<file path="src/rtl/blk_move_pkg.sv">
package blk_move_pkg;
  typedef enum logic [2:0] {
    ST_IDLE = 3'd0,
    ST_RD   = 3'd1,
    ST_WAIT = 3'd2,
    ST_WR   = 3'd3,
    ST_DONE = 3'd4,
    ST_ERR  = 3'd5
  } mv_state_e;
endpackage

</file>
<file path="src/rtl/blk_move_decode.sv">
module blk_move_decode #(
  parameter int PARAM_W = 64,
  parameter int ADDR_W  = 16,
  parameter int DEV_W   = 5,
  parameter int LEN_W   = 9,
  parameter int MIN_LEN = 4,
  parameter int MAX_LEN = 256
) (
  input  logic [PARAM_W-1:0] param,
  output logic [DEV_W-1:0]   src_dev,
  output logic [ADDR_W-1:0]  src_addr,
  output logic [DEV_W-1:0]   dst_dev,
  output logic [ADDR_W-1:0]  dst_addr,
  output logic [LEN_W-1:0]   len,
  output logic               len_ok
);
  localparam int SRC_ADDR_LSB = 0;
  localparam int SRC_DEV_LSB  = 19;
  localparam int DST_ADDR_LSB = 24;
  localparam int DST_DEV_LSB  = 43;
  localparam int LEN_LSB      = 48;

  always_comb begin
    src_addr = param[SRC_ADDR_LSB +: ADDR_W];
    src_dev  = param[SRC_DEV_LSB  +: DEV_W];
    dst_addr = param[DST_ADDR_LSB +: ADDR_W];
    dst_dev  = param[DST_DEV_LSB  +: DEV_W];
    len      = param[LEN_LSB      +: LEN_W];
    len_ok   = (int'(len) >= MIN_LEN) && (int'(len) <= MAX_LEN);
  end
endmodule

</file>
<file path="src/rtl/blk_move_ctrl.sv">
module blk_move_ctrl
  import blk_move_pkg::*;
#(
  parameter int LEN_W = 9
) (
  input  logic             clk,
  input  logic             rst_n,
  input  logic             cmd_valid,
  input  logic             len_ok,
  input  logic [LEN_W-1:0] len_q,
  input  logic             rd_req_ready,
  input  logic             rd_rsp_valid,
  input  logic             wr_ready,
  output logic             cmd_ready,
  output logic             cmd_fire,
  output logic             rd_req_valid,
  output logic             wr_valid,
  output logic             capture,
  output logic [LEN_W-1:0] idx,
  output logic             busy,
  output logic             done,
  output logic             error
);
  mv_state_e state, state_n;
  logic      last;

  assign last = (idx == len_q - LEN_W'(1));

  always_comb begin
    state_n = state;
    unique case (state)
      ST_IDLE: if (cmd_valid) state_n = len_ok ? ST_RD : ST_ERR;
      ST_RD:   if (rd_req_ready) state_n = ST_WAIT;
      ST_WAIT: if (rd_rsp_valid) state_n = ST_WR;
      ST_WR:   if (wr_ready) state_n = last ? ST_DONE : ST_RD;
      ST_DONE: state_n = ST_IDLE;
      ST_ERR:  state_n = ST_IDLE;
      default: state_n = ST_IDLE;
    endcase
  end

  always_ff @(posedge clk or negedge rst_n) begin
    if (!rst_n) begin
      state <= ST_IDLE;
      idx   <= '0;
    end else begin
      state <= state_n;
      if (cmd_fire) idx <= '0;
      else if (wr_valid && wr_ready) idx <= idx + LEN_W'(1);
    end
  end

  assign cmd_ready    = (state == ST_IDLE);
  assign cmd_fire     = cmd_ready && cmd_valid;
  assign rd_req_valid = (state == ST_RD);
  assign wr_valid     = (state == ST_WR);
  assign capture      = (state == ST_WAIT) && rd_rsp_valid;
  assign busy         = (state != ST_IDLE);
  assign done         = (state == ST_DONE);
  assign error        = (state == ST_ERR);


  bad_len_err_chk: assert property (@(posedge clk) disable iff (!rst_n)
    (cmd_fire && !len_ok) |=> (error && !rd_req_valid));

  good_len_run_chk: assert property (@(posedge clk) disable iff (!rst_n)
    (cmd_fire && len_ok) |=> (rd_req_valid && !error));

  done_pulse_chk: assert property (@(posedge clk) disable iff (!rst_n)
    done |=> (!done && !busy));

  done_err_excl_chk: assert property (@(posedge clk) disable iff (!rst_n)
    !(done && error));
endmodule

</file>
<file path="src/rtl/blk_move_path.sv">
module blk_move_path #(
  parameter int ADDR_W = 16,
  parameter int DEV_W  = 5,
  parameter int LEN_W  = 9,
  parameter int DATA_W = 68
) (
  input  logic              clk,
  input  logic              rst_n,
  input  logic              load,
  input  logic [DEV_W-1:0]  src_dev_in,
  input  logic [ADDR_W-1:0] src_addr_in,
  input  logic [DEV_W-1:0]  dst_dev_in,
  input  logic [ADDR_W-1:0] dst_addr_in,
  input  logic [LEN_W-1:0]  len_in,
  input  logic [LEN_W-1:0]  idx,
  input  logic              capture,
  input  logic [DATA_W-1:0] rsp_data,
  output logic [LEN_W-1:0]  len_q,
  output logic [DEV_W-1:0]  rd_dev,
  output logic [ADDR_W-1:0] rd_addr,
  output logic [DEV_W-1:0]  wr_dev,
  output logic [ADDR_W-1:0] wr_addr,
  output logic [DATA_W-1:0] wr_data
);
  logic [ADDR_W-1:0] src_base, dst_base;
  logic [ADDR_W-1:0] offset;

  always_ff @(posedge clk or negedge rst_n) begin
    if (!rst_n) begin
      src_base <= '0;
      dst_base <= '0;
      rd_dev   <= '0;
      wr_dev   <= '0;
      len_q    <= '0;
      wr_data  <= '0;
    end else begin
      if (load) begin
        src_base <= src_addr_in;
        dst_base <= dst_addr_in;
        rd_dev   <= src_dev_in;
        wr_dev   <= dst_dev_in;
        len_q    <= len_in;
      end
      if (capture) wr_data <= rsp_data;
    end
  end

  generate
    if (LEN_W >= ADDR_W) begin : g_trunc
      assign offset = idx[ADDR_W-1:0];
    end else begin : g_ext
      assign offset = {{(ADDR_W-LEN_W){1'b0}}, idx};
    end
  endgenerate

  assign rd_addr = src_base + offset;
  assign wr_addr = dst_base + offset;
endmodule

</file>
<file path="src/rtl/blk_move_engine.sv">
module blk_move_engine #(
  parameter int PARAM_W = 64,
  parameter int ADDR_W  = 16,
  parameter int DEV_W   = 5,
  parameter int LEN_W   = 9,
  parameter int DATA_W  = 68,
  parameter int MIN_LEN = 4,
  parameter int MAX_LEN = 256
) (
  input  logic               clk,
  input  logic               rst_n,
  input  logic               cmd_valid,
  output logic               cmd_ready,
  input  logic [PARAM_W-1:0] cmd_param,
  output logic               rd_req_valid,
  input  logic               rd_req_ready,
  output logic [DEV_W-1:0]   rd_req_dev,
  output logic [ADDR_W-1:0]  rd_req_addr,
  input  logic               rd_rsp_valid,
  input  logic [DATA_W-1:0]  rd_rsp_data,
  output logic               wr_valid,
  input  logic               wr_ready,
  output logic [DEV_W-1:0]   wr_dev,
  output logic [ADDR_W-1:0]  wr_addr,
  output logic [DATA_W-1:0]  wr_data,
  output logic               busy,
  output logic               done,
  output logic               error
);
  logic [DEV_W-1:0]  d_src_dev, d_dst_dev;
  logic [ADDR_W-1:0] d_src_addr, d_dst_addr;
  logic [LEN_W-1:0]  d_len, len_q, idx;
  logic              len_ok, cmd_fire, capture;

  blk_move_decode #(
    .PARAM_W(PARAM_W), .ADDR_W(ADDR_W), .DEV_W(DEV_W), .LEN_W(LEN_W),
    .MIN_LEN(MIN_LEN), .MAX_LEN(MAX_LEN)
  ) u_dec (
    .param(cmd_param), .src_dev(d_src_dev), .src_addr(d_src_addr),
    .dst_dev(d_dst_dev), .dst_addr(d_dst_addr), .len(d_len), .len_ok(len_ok)
  );

  blk_move_ctrl #(.LEN_W(LEN_W)) u_ctrl (
    .clk(clk), .rst_n(rst_n), .cmd_valid(cmd_valid), .len_ok(len_ok),
    .len_q(len_q), .rd_req_ready(rd_req_ready), .rd_rsp_valid(rd_rsp_valid),
    .wr_ready(wr_ready), .cmd_ready(cmd_ready), .cmd_fire(cmd_fire),
    .rd_req_valid(rd_req_valid), .wr_valid(wr_valid), .capture(capture),
    .idx(idx), .busy(busy), .done(done), .error(error)
  );

  blk_move_path #(
    .ADDR_W(ADDR_W), .DEV_W(DEV_W), .LEN_W(LEN_W), .DATA_W(DATA_W)
  ) u_path (
    .clk(clk), .rst_n(rst_n), .load(cmd_fire),
    .src_dev_in(d_src_dev), .src_addr_in(d_src_addr),
    .dst_dev_in(d_dst_dev), .dst_addr_in(d_dst_addr), .len_in(d_len),
    .idx(idx), .capture(capture), .rsp_data(rd_rsp_data), .len_q(len_q),
    .rd_dev(rd_req_dev), .rd_addr(rd_req_addr), .wr_dev(wr_dev),
    .wr_addr(wr_addr), .wr_data(wr_data)
  );


  rd_hold_chk: assert property (@(posedge clk) disable iff (!rst_n)
    (rd_req_valid && !rd_req_ready) |=>
      (rd_req_valid && $stable(rd_req_addr) && $stable(rd_req_dev)));

  wr_hold_chk: assert property (@(posedge clk) disable iff (!rst_n)
    (wr_valid && !wr_ready) |=>
      (wr_valid && $stable(wr_addr) && $stable(wr_dev) && $stable(wr_data)));

  one_port_chk: assert property (@(posedge clk) disable iff (!rst_n)
    $onehot0({rd_req_valid, wr_valid, done, error}));

  wr_after_rd_chk: assert property (@(posedge clk) disable iff (!rst_n)
    (rd_req_valid && rd_req_ready) |=> !rd_req_valid);
endmodule

</file>
<file path="config.mk">
export PLATFORM = sky130hd
export DESIGN_NAME = blk_move_engine
export DESIGN_NICKNAME = d
export VERILOG_FILES = /design/src/rtl/blk_move_pkg.sv /design/src/rtl/blk_move_decode.sv /design/src/rtl/blk_move_ctrl.sv /design/src/rtl/blk_move_path.sv /design/src/rtl/blk_move_engine.sv
export SDC_FILE = /design/constraint.sdc
export NUM_CORES = 1
export LEC_CHECK = 0
export BUFFER_PORTS_ARGS = -buffer_cell sky130_fd_sc_hd__buf_4
export CAP_MARGIN = 20
export CORE_UTILIZATION = 41
export DETAILED_ROUTE_END_ITERATION = 8
export PLACE_DENSITY_LB_ADDON = 0.15
export SLEW_MARGIN = 20
export SYNTH_ARGS = -nofsm -noshare
export SYNTH_HDL_FRONTEND = slang
export SYNTH_SLANG_ARGS = --single-unit
</file>
<file path="constraint.sdc">
create_clock -name clk -period 2.2 [get_ports clk]
set_input_delay 0.33 -clock clk [delete_from_list [all_inputs] [get_ports clk]]
set_output_delay 0.33 -clock clk [all_outputs]
set_load 0.01 [all_outputs]
</file>
Word level (Yosys, flattened, before mapping). Cells that the tools add are included.

Reductions and logical operators: 8. Multiplexer cells: 9. $lt $le $gt $ge: 2. Add/subtract/negate cells: 4. Equal/unequal tests: 10.

Operator list (number): 16-bit by 9-bit adder with 16-bit output (2); 3-bit two-way mux (6); 9-bit two-way mux (2); 3-bit case mux with 4 select lines (1); 9-bit by 1-bit adder with 9-bit output (second input constant) (1); 9-bit equality test (1); 9-bit by 3-bit >= comparator with 1-bit output (second input constant) (1); 9-bit <= comparator (second input constant) (1); 9-bit by 1-bit subtractor with 9-bit output (second input constant) (1); 3-bit by 2-bit equality test with 1-bit output (second input constant) (2); 3-bit equality test (second input constant) (2); 2-bit != test (second input constant) (3); 1-bit logical AND (4); 4-bit AND reduction (1); 3-bit by 1-bit equality test with 1-bit output (second input constant) (1); 3-bit zero test (1); 3-bit nonzero test (1); 2-bit by 1-bit != test with 1-bit output (second input constant) (1); 2-bit nonzero test (1).

Input bits: 138. Output and inout bits: 116. Register bits after elaboration: 131.

Longest topological paths before layout. Gate-level depths: netlist of run 1.

Depth after elaboration: 5. Mapped depth: 9. Mapped depth without buffers: 9.

Cells and area by module. A second synthesis of run 1 with hierarchy kept.

Cells, all modules: 559. Area, all modules: 6785.3 sq um.

Modules (own cells, without submodules): blk_move_path (seq. area each 2977.9 sq um, area each 5449.0 sq um, cells each 395, instances 1); blk_move_ctrl (seq. area each 300.3 sq um, area each 918.4 sq um, cells each 108, instances 1); blk_move_decode (seq. area each 0.0 sq um, area each 417.9 sq um, cells each 56, instances 1).

Worst setup path before layout of run 1. No wires, ideal clock.

Kind: flip-flop to output port. From: register u_ctrl.idx[4]. To: output port rd_req_addr[11]. Setup slack: -0.115 ns. Required time: 1.870 ns. Cell stages (with the launch flop): 7. Arrival: 1.985 ns. Path buffers: 0. Path through: dfrtp_1 > ha_1 > or4_1 > o22a_1 > a31oi_1 > nor2_1 > xor2_1.

Word-level cells in the longest chain between the ends: 1.

Ends and longest elaborated chain: from (decl) (line blk_move_ctrl.sv:19) `output logic [LEN_W-1:0] idx,`; from (signal assigned) (line blk_move_ctrl.sv:49) `else if (wr_valid && wr_ready) idx <= idx + LEN_W'(1);`; 16-bit by 9-bit adder with 16-bit output (line blk_move_path.sv:56) `assign rd_addr = src_base + offset;`; to (decl) (line blk_move_engine.sv:18) `output logic [ADDR_W-1:0] rd_req_addr,`.

No other way between the ends.

Worst setup path after layout of run 1.
From: register u_ctrl.idx[1]. To: output port wr_addr[10].

Word-level cells in the longest chain between the ends: 1.

Ends and longest elaborated chain: 16-bit by 9-bit adder with 16-bit output (line blk_move_path.sv:57) `assign wr_addr = dst_base + offset;`; to (decl) (line blk_move_engine.sv:24) `output logic [ADDR_W-1:0] wr_addr,`.

No other way between the ends.

==> impl_metrics.tcl, run 1 <==
set metrics [dict create \
    die_y_um 126.5 \
    gp_congestion 0.8426 \
    grt_pass1_vias 5288 \
    ir_worst_vdd_uv 1019 \
    cts_made_buffers 17 \
    pwr_density_cell_nw_per_um2 1437 \
    regArea_um2 3282 \
    min_period_over_period 1.315 \
    io_buffers 240 \
    antenna_cells 0 \
    path_class "flip-flop to output pin" \
    violations "setup timing" \
    yosys.area_share.xor_xnor 0.05628 \
    max_stage_delay_ps 430 \
    crit_buf_inv 2 \
    fp.dieW_um 126.5 \
    crit_slowest_cell "dfrtp_1" \
    start_util 0.4198 \
    htree_levels 4 \
    drv_slew 0 \
    postLayoutSetupSlackWorst_ps -693.2 \
    seq_area_frac_synth 0.5155 \
    ctsRootBufferMaster "clkbuf_16" \
    dp_cells 956 \
    drt-initial-drc-count 159 \
    cp.required_ps 1870 \
    cts.sinks 131 \
    clk_path_buf_depth 2 \
    hold_class "input port to flip-flop" \
    dp_hpwl_um 12320 \
    grt_pass1_wl_um 26130 \
    async_flop_share 1.000 \
    multi_input_area_um2 3196 \
    synth_cell_types 49 \
    dieArea_um2 16010 \
    clock.fmax_mhz 345.6 \
    synthAdderAreaFrac 0.04565 \
    synth_warnings 0 \
    core_um2 15150 \
    ant_nets 0 \
    drt_wl_total_um 16520 \
    grt_usage 0.2099 \
    synthFlopType "dfrtp_1" \
    leakagePower_nw 4.578 \
    final_nets 958 \
    routedWlPerCell_um 16.54 \
    setup_viol 25 \
    cp-end-kind "output pin" \
    outcome "complete, but fails checks" \
    drtPass1Iterations 5 \
    start_kind "flip-flop" \
    syn-cell-area_um2 6359 \
    vias 5063 \
    worstPathArrival_ps 2560 \
    vias_per_cell 5.068 \
    skew_ps 10.84 \
    cts.reportedPaths.clkPinSlew_ps 60 \
    num_rows 45 \
    antenna_found_initial 0 \
    cts_tree "done" \
    final.setup.tns_ps -12420 \
    areaGrowthSynthToFinish_pct 51.87 \
    drv_cap 0 \
    n_fill_cell 1189 \
    crit_path_max_fanout 4 \
    synth_top_family_by_area "multiplexers" \
    fin_crit_ps 2893 \
    synth-simple-area-share 0.07556 \
    grt_max_degree 69 \
    synth_compound_area_frac 0.06553 \
    boundaryPins 254 \
    maxSlewHeadroom 0.7161 \
    synthMuxAreaShare 0.2105 \
    syn_nets 664 \
    syn_avg_cell_area_um2 12.62 \
    synth_seq_cells 131 \
    crit_family "compound AO/OA/AOI/OAI gates" \
    final_hold_viol_count 0 \
    grt_setup_unrepaired "true" \
    worstMarginPinSlew_ps 425.9 \
    fin_cells 999 \
    synth_enable_flop_cells 0 \
    crit_path_cell_trace "inv_1 -> fa_2 -> nor2b_2 -> o31a_1 -> o211ai_1 -> a21oi_2 -> o21ai_2 -> xnor2_1 -> buf_4" \
    insertion_delay_ps 410 \
    grt_overflow 0 \
    drive_above_1_share 0.6215 \
    post-route-drc-count 0 \
    syn_inst 504 \
]
[metal layers]
metal | vias up | routed length (um) | global-route usage | share of wire
li1 | 2373 | - | - | -
met1 | 2497 | 6409 | 0.2366 | 0.39
met2 | 174 | 8488 | 0.3656 | 0.51
met3 | 19 | 1352 | 0.08267 | 0.082
met4 | 0 | 268 | 0.06378 | 0.016
met5 | - | 0 | 0 | 0
[registers in the layout, summed over array words and instances, names as in the netlist]
| signal | count |
|---|---|
| u_path.rd_dev | 5 |
| u_path.dst_base | 16 |
| u_path.wr_data | 68 |
| u_path.len_q | 9 |
| u_ctrl.state | 3 |
| u_path.src_base | 16 |
| u_path.wr_dev | 5 |
| u_ctrl.idx | 9 |
[worst register-to-register path: cells and delay by family, from the launching register on]
family / cells / cell delay, ps
buffers and inverters: 2 / 310
and+or+nand+nor: 2 / 730
muxes: 1 / 380
DFF: 1 / 460
[cell type report]
type / count / share of cell area
multi-input combinational: 340 / 0.3309
timing repair buffer: 294 / 0.2379
clock inverter: 14 / 0.01710
sequential: 131 / 0.3399
clock buffer: 18 / 0.04444
inverter: 14 / 0.005442
tap: 188 / 0.02436
[synthesized netlist by cell type, drive strengths merged (2+ instances only)]
master | instances | area (um2)
a21oi | 15 | 75.07
mux2 | 116 | 1306
clkbuf | 4 | 16.26
and2 | 3 | 21.27
fa | 2 | 40.04
or3 | 3 | 21.27
o22a | 2 | 17.52
nor2b | 7 | 43.79
nand2 | 29 | 108.9
inv | 14 | 52.55
or4 | 4 | 30.03
buf | 15 | 127.6
dfrtp | 131 | 3278
nand4 | 4 | 25.02
o21ai | 25 | 125.1
o21a | 9 | 67.56
xor2 | 22 | 200.2
and3b | 2 | 17.52
a31oi | 2 | 12.51
nor3 | 4 | 20.02
o31a | 2 | 17.52
ha | 20 | 250.2
nor4 | 2 | 27.53
nor2 | 26 | 97.59
o211ai | 2 | 15.01
xnor2 | 18 | 157.7
a21o | 2 | 15.01
and3 | 5 | 31.28
[per-stage QoR]
step	cell area, um2	hold slack, ps	power, W	setup slack, ps	utilization
finish	9657	128.3	0.01388	-693.2	0.6376
floorplan	6395	34.41	0.007668	-79.26	-
CTS	9413	116.7	0.01371	-696.1	0.6215
detailed placement	8667	278.0	0.01062	-350.1	0.5722
global placement	8667	277.7	0.01040	-275.2	0.5722
global route	9657	126.6	0.01470	-828.6	0.6376
[power by group]
| part | total (W) | internal, W | switching (W) |
|---|---|---|---|
| sequential | 0.00447 | 0.00359 | 0.000883 |
| clock | 0.00285 | 0.00171 | 0.00115 |
| combinational | 0.00655 | 0.00379 | 0.00277 |
| total | 0.0139 | 0.00908 | 0.00479 |
[final timing paths]
check	endpoint	cells past startpoint	slack, ps	startpoint
max in group asynchronous	u_path.wr_data[51]	3	1110	rst_n
min reg2reg	u_path.rd_dev[0]	1	510	u_path.rd_dev[0]
max reg2reg	u_path.src_base[15]	5	210	u_ctrl.state[1]
min	u_path.dst_base[1]	3	130	cmd_param[25]
min in group asynchronous	u_path.rd_dev[0]	2	420	rst_n
max	wr_addr[10]	9	-690	u_ctrl.idx[1]
[timing repair]
item	4_1_cts	5_1_grt
hold buffers	1	0
cloned	0	0
endpoints found under the hold margin	40	0
setup buffers	6	7
setup endpoints to repair	27	28
gates resized for setup	35	41
pin swaps	25	19
[cells by family after synthesis]
| logic type | count (synthesis) |
|---|---|
| DFF | 131 |
| muxes | 118 |
| and+or+nand+nor | 94 |
| AOI/OAI and AO/OA | 66 |
| xor gates and xnor gates | 40 |
| buffers and inverters | 33 |
| adders and majority gates | 22 |
[layout by cell type, fill, tap and decap left out, types with 3 or more instances in the layout]
cell type	count
nor2_2	7
xnor2_1	12
xnor2_2	6
a21oi_2	5
nor3_1	4
buf_12	4
inv_6	8
o21a_1	9
xor2_1	20
buf_4	279
nor2_1	19
nor2b_1	4
dfrtp_2	3
clkbuf_16	17
ha_4	8
or4_1	3
a21oi_4	3
o21ai_0	15
ha_1	10
nand4_1	4
and3_1	5
mux2_2	116
buf_6	10
a21oi_1	7
inv_1	12
nand2_1	29
o21ai_2	8
dfrtp_1	128
Power figures use the tool's default switching activity.
==> inputs of run 2 (changes only) <==
- SETUP_SLACK_MARGIN: default -> 0.15
==> run 2 against run 1 <==
Against the previous run: the flow still finishes with violations (setup timing); die area is the same; register-to-register slack about the same; combinational power up 2%; flip-flop and latch count unchanged; utilization up 0.31 points; first-iteration DRC count up 6.3%; critical endpoint is now rd_req_addr[12]; cell count grew 0.90%; hold slack lost 4.6 ps; critical path depth is 2 higher; global-route usage decreased by 0.075 points; sequential power decreased by 0.9%; clock skew fell by 4.1 ps.
==> impl_metrics.tcl, run 2 (synthesis results as in run 1) <==
set metrics [dict create \
    final_hold_viol_count 0 \
    drtPass1Iterations 4 \
    io_buffers 240 \
    antenna_cells 0 \
    dp_hpwl_um 12080 \
    grt_pass1_vias 5368 \
    drv_slew 0 \
    drv_cap 0 \
    grt_pass1_wl_um 25970 \
    path_class "flip-flop to output pin" \
    boundaryPins 254 \
    power.clock.fraction 0.201 \
    start_util 0.4198 \
    pwr-share-seq 0.318 \
    die_y_um 126.5 \
    outcome "complete, but fails checks" \
    wl_met2_um 8485 \
    start_kind "flip-flop" \
    ant_nets 0 \
    switching_share 0.3393 \
    crit_path_cell_trace "ha_2 -> inv_2 -> fa_2 -> nor2b_2 -> o31a_1 -> o211ai_1 -> a21oi_2 -> buf_4 -> o21ai_2 -> xnor2_1 -> buf_4" \
    largest_reg_flops 68 \
    cts_made_buffers 17 \
    worstMarginPinSlew_ps 525.7 \
    crit_buf_inv 3 \
    final_nets 967 \
    clk_path_buf_depth 2 \
    grt_usage 0.2092 \
    areaGrowthSynthToFinish_pct 52.62 \
    final_common_cell "buf_4" \
    hold_slack_ps 123.7 \
    routed.top_layer "met4" \
    leakagePower_nw 4.587 \
    dieArea_um2 16010 \
    power_w 0.01394 \
    drt_wl_total_um 16690 \
    ir_worst_vdd_uv 774.8 \
    drive_above_1_share 0.6280 \
    num_rows 45 \
    violations "setup timing" \
    layout_common_cells "buf_4 (283), dfrtp_1 (129), mux2_2 (116)" \
    fin_crit_ps 2888 \
    vias 5071 \
    min_period_over_period 1.313 \
    core_um2 15150 \
    setup_viol 25 \
    cpMostUsedCell "buf_4" \
    crit_slowest_cell "dfrtp_1" \
    comb_power_share 0.481 \
    cp.required_ps 1870 \
    p_int_w 0.009213 \
    post-route-drc-count 0 \
    insertion_delay_ps 410 \
    grt_max_degree 55 \
    cts.reportedPaths.clkPinSlew_ps 60 \
    fp.dieW_um 126.5 \
    vias_per_cell 5.031 \
    htree_levels 4 \
    maxSlewHeadroom 0.6495 \
    clock.fmax_mhz 346.3 \
    cp-end-kind "output pin" \
    routedWlPerCell_um 16.55 \
    pwr_density_cell_nw_per_um2 1437 \
    crit_family "compound AO/OA/AOI/OAI gates" \
    largest_register "u_path.wr_data" \
    cts_tree "done" \
    gp_congestion 0.8232 \
    skew_ps 6.753 \
    grt_setup_unrepaired "true" \
    post-route-util 0.6407 \
    crit_path_max_fanout 3 \
    antenna_found_initial 0 \
    ctsRootBufferMaster "clkbuf_16" \
    hold_class "input port to flip-flop" \
    wl_met3_um 1316 \
    max_stage_delay_ps 410 \
    top_regs "u_path.wr_data: 68 flops, u_path.dst_base: 16 flops, u_path.src_base: 16 flops" \
    placed_area_um2 8700 \
    postLayoutSetupSlackWorst_ps -687.7 \
    fin_area_um2 9704 \
    grt_overflow 0 \
    worstPathArrival_ps 2560 \
    drt-initial-drc-count 169 \
    wl_met1_um 6545 \
    cts.sinks 131 \
    switchingPower_w 0.004731 \
]
[run 2: cell count changes in the layout (fill, tap and decap cells not counted), sizes merged]
cell	change
clkinv	+3
clkbuf	+4
clkinvlp	+1
buf	+8
inv	-7
[run 2: layer usage]
metal  vias to the layer above  GRT usage
li1                       2387          -
met2                       176     0.3624
met5                         -          0
met4                         0    0.08079
met3                        27    0.07381
met1                      2481     0.2362
[run 2: metrics by stage]
stage / setup slack (ps) / TNS, ps / std cells
after floorplan: -78.88 / -467.4 / 504
after global placement: -254.3 / -2541 / 958
after detailed placement: -309.4 / -3480 / 958
after CTS: -644.0 / -11640 / 998
after global routing: -769.2 / -14490 / 1008
final: -687.7 / -12090 / 1008
[run 2: cell type report]
class                           count  area, um2
Sequential cell                   131       3281
Inverter                           14      52.55
Tap cell                          188      235.2
Multi-Input combinational cell    340       3159
Timing Repair Buffer              303       2389
Fill cell                        1195       5441
Clock buffer                       21      460.4
Clock inverter                     11      127.6
[run 2: power groups by stage]
| stage | Sequential, W | Clock, W | Combinational, W |
|---|---|---|---|
| 2_1_floorplan | 0.00463 | 0 | 0.00306 |
| 3_3_place_gp | 0.00436 | 0 | 0.00602 |
| 3_5_place_dp | 0.00442 | 0 | 0.00619 |
| 4_1_cts | 0.00442 | 0.00286 | 0.00652 |
| 5_1_grt | 0.00458 | 0.00297 | 0.00723 |
| 6_report | 0.00443 | 0.00281 | 0.00670 |
[run 2: final timing paths]
check / from / end / slack (ps) / cells after the start
worst min register to register: u_path.wr_data[11] / u_path.wr_data[11] / 510 / 1
worst min-delay path: cmd_param[1] / u_path.src_base[1] / 120 / 3
min in group asynchronous: rst_n / u_path.src_base[2] / 460 / 2
worst max-delay path: u_ctrl.idx[0] / rd_req_addr[12] / -690 / 11
worst max register to register: u_ctrl.state[2] / u_path.dst_base[11] / 210 / 5
max in group asynchronous: rst_n / u_path.wr_data[25] / 1120 / 3
[run 2: worst min-delay path: stages]
cell and delay (ps):
buf_4 80, nand2_1 30, o21ai_0 50
[run 2: repair_timing]
item / in CTS / in global routing
buffers inserted: 7 / 9
setup endpoints to repair: 28 / 52
resized for setup: 45 / 31
hold endpoints to repair: 50 / 0
hold buffers: 1 / 0
pin swaps: 25 / 31
gates cloned: 0 / 1
==> inputs of run 3 (changes only) <==
- ABC_AREA: default -> 1
==> run 3 against run 2 <==
Against the previous run: maximum frequency rose by 15%; via count grew 14%; critical path depth down 2; largest power group unchanged; utilization is 0.55 points higher; critical path type unchanged; cell count increased by 20%; register-to-register slack better by 170 ps; the run still ends with setup timing left.
==> impl_metrics.tcl, run 3 <==
set metrics [dict create \
    outcome "complete, but fails checks" \
    violations "setup timing" \
    cpMostUsedCell "buf_4" \
    drv_cap 0 \
    synth_seq_cells 131 \
    cp-end-kind "output pin" \
    skew_ps 9.243 \
    synthTopCellsByCount "nand2_1 (205), dfrtp_1 (131), inv_1 (51), mux2_2 (48), nor2_1 (39)" \
    setup_viol 26 \
    async_flop_share 1.000 \
    switchingPower_w 0.005340 \
    grt_overflow 0 \
    postLayoutSetupSlackWorst_ps -320.4 \
    vias 5805 \
    comb_power_share 0.496 \
    grt_max_degree 69 \
    cp.required_ps 1870 \
    fp.dieW_um 129.2 \
    crit_path_max_fanout 4 \
    gp_congestion 0.8631 \
    dp_slack_ps 24.57 \
    post-route-drc-count 0 \
    drive_above_1_share 0.5025 \
    synthFlopType "dfrtp_1" \
    min_to "u_path.src_base[11]" \
    cts_tree "done" \
    yosysMostFrequentCell "nand2_1" \
    clk_path_buf_depth 2 \
    final.setup.tns_ps -4886 \
    top_regs "u_path.wr_data: 68 flops, u_path.dst_base: 16 flops, u_path.src_base: 16 flops" \
    hold_slack_ps 105.6 \
    syn-cell-area_um2 6629 \
    path_class "flip-flop to output pin" \
    syn_nets 856 \
    ant_nets 0 \
    synth_cell_types 36 \
    syn_inst 696 \
    pwr_density_cell_nw_per_um2 1420 \
    num_rows 46 \
    synth_warnings 0 \
    grt_setup_unrepaired "true" \
    final_common_cell "buf_4" \
    ctsRootBufferMaster "clkbuf_16" \
    syn_avg_cell_area_um2 9.524 \
    drv_slew 0 \
    hold_class "input port to flip-flop" \
    cts.reportedPaths.clkPinSlew_ps 60 \
    switching_share 0.3677 \
    drt-initial-drc-count 281 \
    synth_top_cells_by_area "dfrtp_1 (49%), nand2_1 (12%), mux2_2 (8.2%)" \
    vias_per_cell 4.786 \
    worstPathArrival_ps 2190 \
    regArea_um2 3288 \
    core_um2 15830 \
    max_stage_delay_ps 450 \
    die_y_um 129.2 \
    routedWlPerCell_um 15.41 \
    dp_hpwl_um 12890 \
    antenna_found_initial 0 \
    drt_wl_total_um 18700 \
    htree_levels 4 \
    min-delay-start "cmd_param[11]" \
    areaGrowthSynthToFinish_pct 54.30 \
    crit_path_cell_trace "ha_4 -> buf_6 -> nand2_4 -> o21ai_2 -> nand2_1 -> o211ai_1 -> buf_4 -> xor2_1 -> buf_4" \
    crit_family "flip-flops" \
    hold_depth 3 \
    synth_top_cell_by_area "dfrtp_1" \
    p_int_w 0.009183 \
    seq_area_frac_synth 0.4945 \
    final_nets 1145 \
    yosys.area.top_type_share 0.4945 \
    power_w 0.01452 \
    synth_enable_flop_cells 0 \
    cts.sinks 131 \
    clock.fmax_mhz 396.8 \
    cts_made_buffers 17 \
    antenna_cells 0 \
    maxSlewHeadroom 0.6830 \
    reg2reg_from "u_path.len_q[0]" \
    post-route-util 0.6462 \
    ff2ff_setup_slack_ps 380 \
    start_kind "flip-flop" \
    grt_usage 0.2253 \
    pwr-share-seq 0.303 \
    leakagePower_nw 5.179 \
    power.clock.fraction 0.201 \
    insertion_delay_ps 410 \
    start_util 0.4188 \
    crit_slowest_cell "dfrtp_1" \
    largest_reg_flops 68 \
    grt_pass1_wl_um 28800 \
    drtPass1Iterations 4 \
    crit_buf_inv 3 \
    dieArea_um2 16680 \
    min_period_over_period 1.146 \
    boundaryPins 254 \
    ir_worst_vdd_uv 917.6 \
    final_hold_viol_count 0 \
    r2r-end "u_ctrl.state[0]" \
    ff2ff_path_depth 13 \
    n_fill_cell 1310 \
    worstMarginPinSlew_ps 470.5 \
    layout_common_cells "buf_4 (270), nand2_1 (195), dfrtp_1 (123)" \
    grt_pass1_vias 5899 \
    fin_crit_ps 2520 \
    multi_input_area_um2 3586 \
    largest_register "u_path.wr_data" \
    io_buffers 240 \
]
==> run 3: changes by cell type in the layout (fill, tap and decap cells not counted), moves of 15 or more <==
cell	before	now
inv_1	10	40
mux2_2	116	48
mux2_4	0	20
nand2_1	26	195
nand3_1	1	16
nor2_1	19	34
==> run 3: cell type report <==
type                            count  share of cell area
Clock inverter                     11             0.01492
Inverter                           58             0.02153
Clock buffer                       20             0.04465
Timing Repair Buffer              288              0.2204
Tap cell                          216             0.02642
Multi-Input combinational cell    489              0.3506
Sequential cell                   131              0.3215
==> run 3: how the worst max path moves through the flow <==
| stage | startpoint | end | slack [ps] | cells after the start |
|---|---|---|---|---|
| 2_1_floorplan | u_ctrl.idx[2] | rd_req_addr[9] | 210 | 9 |
| 3_3_place_gp | u_ctrl.idx[0] | rd_req_addr[12] | 30 | 9 |
| 3_5_place_dp | u_ctrl.idx[2] | rd_req_addr[9] | 20 | 10 |
| 4_1_cts | u_ctrl.idx[0] | wr_addr[12] | -280 | 9 |
| 5_1_grt | u_path.dst_base[5] | wr_addr[11] | -410 | 9 |
| 6_report | u_path.dst_base[5] | wr_addr[11] | -320 | 9 |
==> run 3: cells by family after synthesis <==
logic type      synth area share
simple gates              0.1869
flops                     0.4945
buf+inv                  0.04964
compound gates           0.05870
mux                       0.1268
xor+xnor                 0.03964
fa+ha+maj                0.04379
==> run 3: tightest hold or removal path: stages <==
cell and delay, ps:
buf_4 70, nand2_1 40, nand2_1 40
==> run 3: per-layer routing <==
metal | vias up | part of all wire | wire length (um) | GRT usage
li1 | 2845 | - | - | -
met1 | 2765 | 0.41 | 7606 | 0.2575
met2 | 172 | 0.50 | 9372 | 0.3846
met3 | 23 | 0.074 | 1379 | 0.09372
met4 | 0 | 0.018 | 339 | 0.06644
met5 | - | 0 | 0 | 0
==> run 3: power by group through the flow <==
| stage | Combinational [W] | Sequential (W) | Clock (W) |
|---|---|---|---|
| 2_1_floorplan | 0.00317 | 0.00455 | 0 |
| 3_3_place_gp | 0.00616 | 0.00430 | 0 |
| 3_5_place_dp | 0.00624 | 0.00431 | 0 |
| 4_1_cts | 0.00683 | 0.00438 | 0.00298 |
| 5_1_grt | 0.00784 | 0.00454 | 0.00308 |
| 6_report | 0.00720 | 0.00440 | 0.00293 |
==> run 3: timing repair <==
action	CTS	global route
endpoints found under the hold margin	22	0
gates resized for setup	95	42
setup buffers	11	13
hold buffers	1	0
setup endpoints to repair	30	32
gates cloned	0	0
pin swaps	21	33
==> run 3: stage by stage <==
stage | std cells | area [um2]
floorplan | 696 | 6629
global placement | 1157 | 8811
detailed placement | 1157 | 8811
CTS | 1200 | 9955
global route | 1213 | 10230
finish | 1213 | 10230
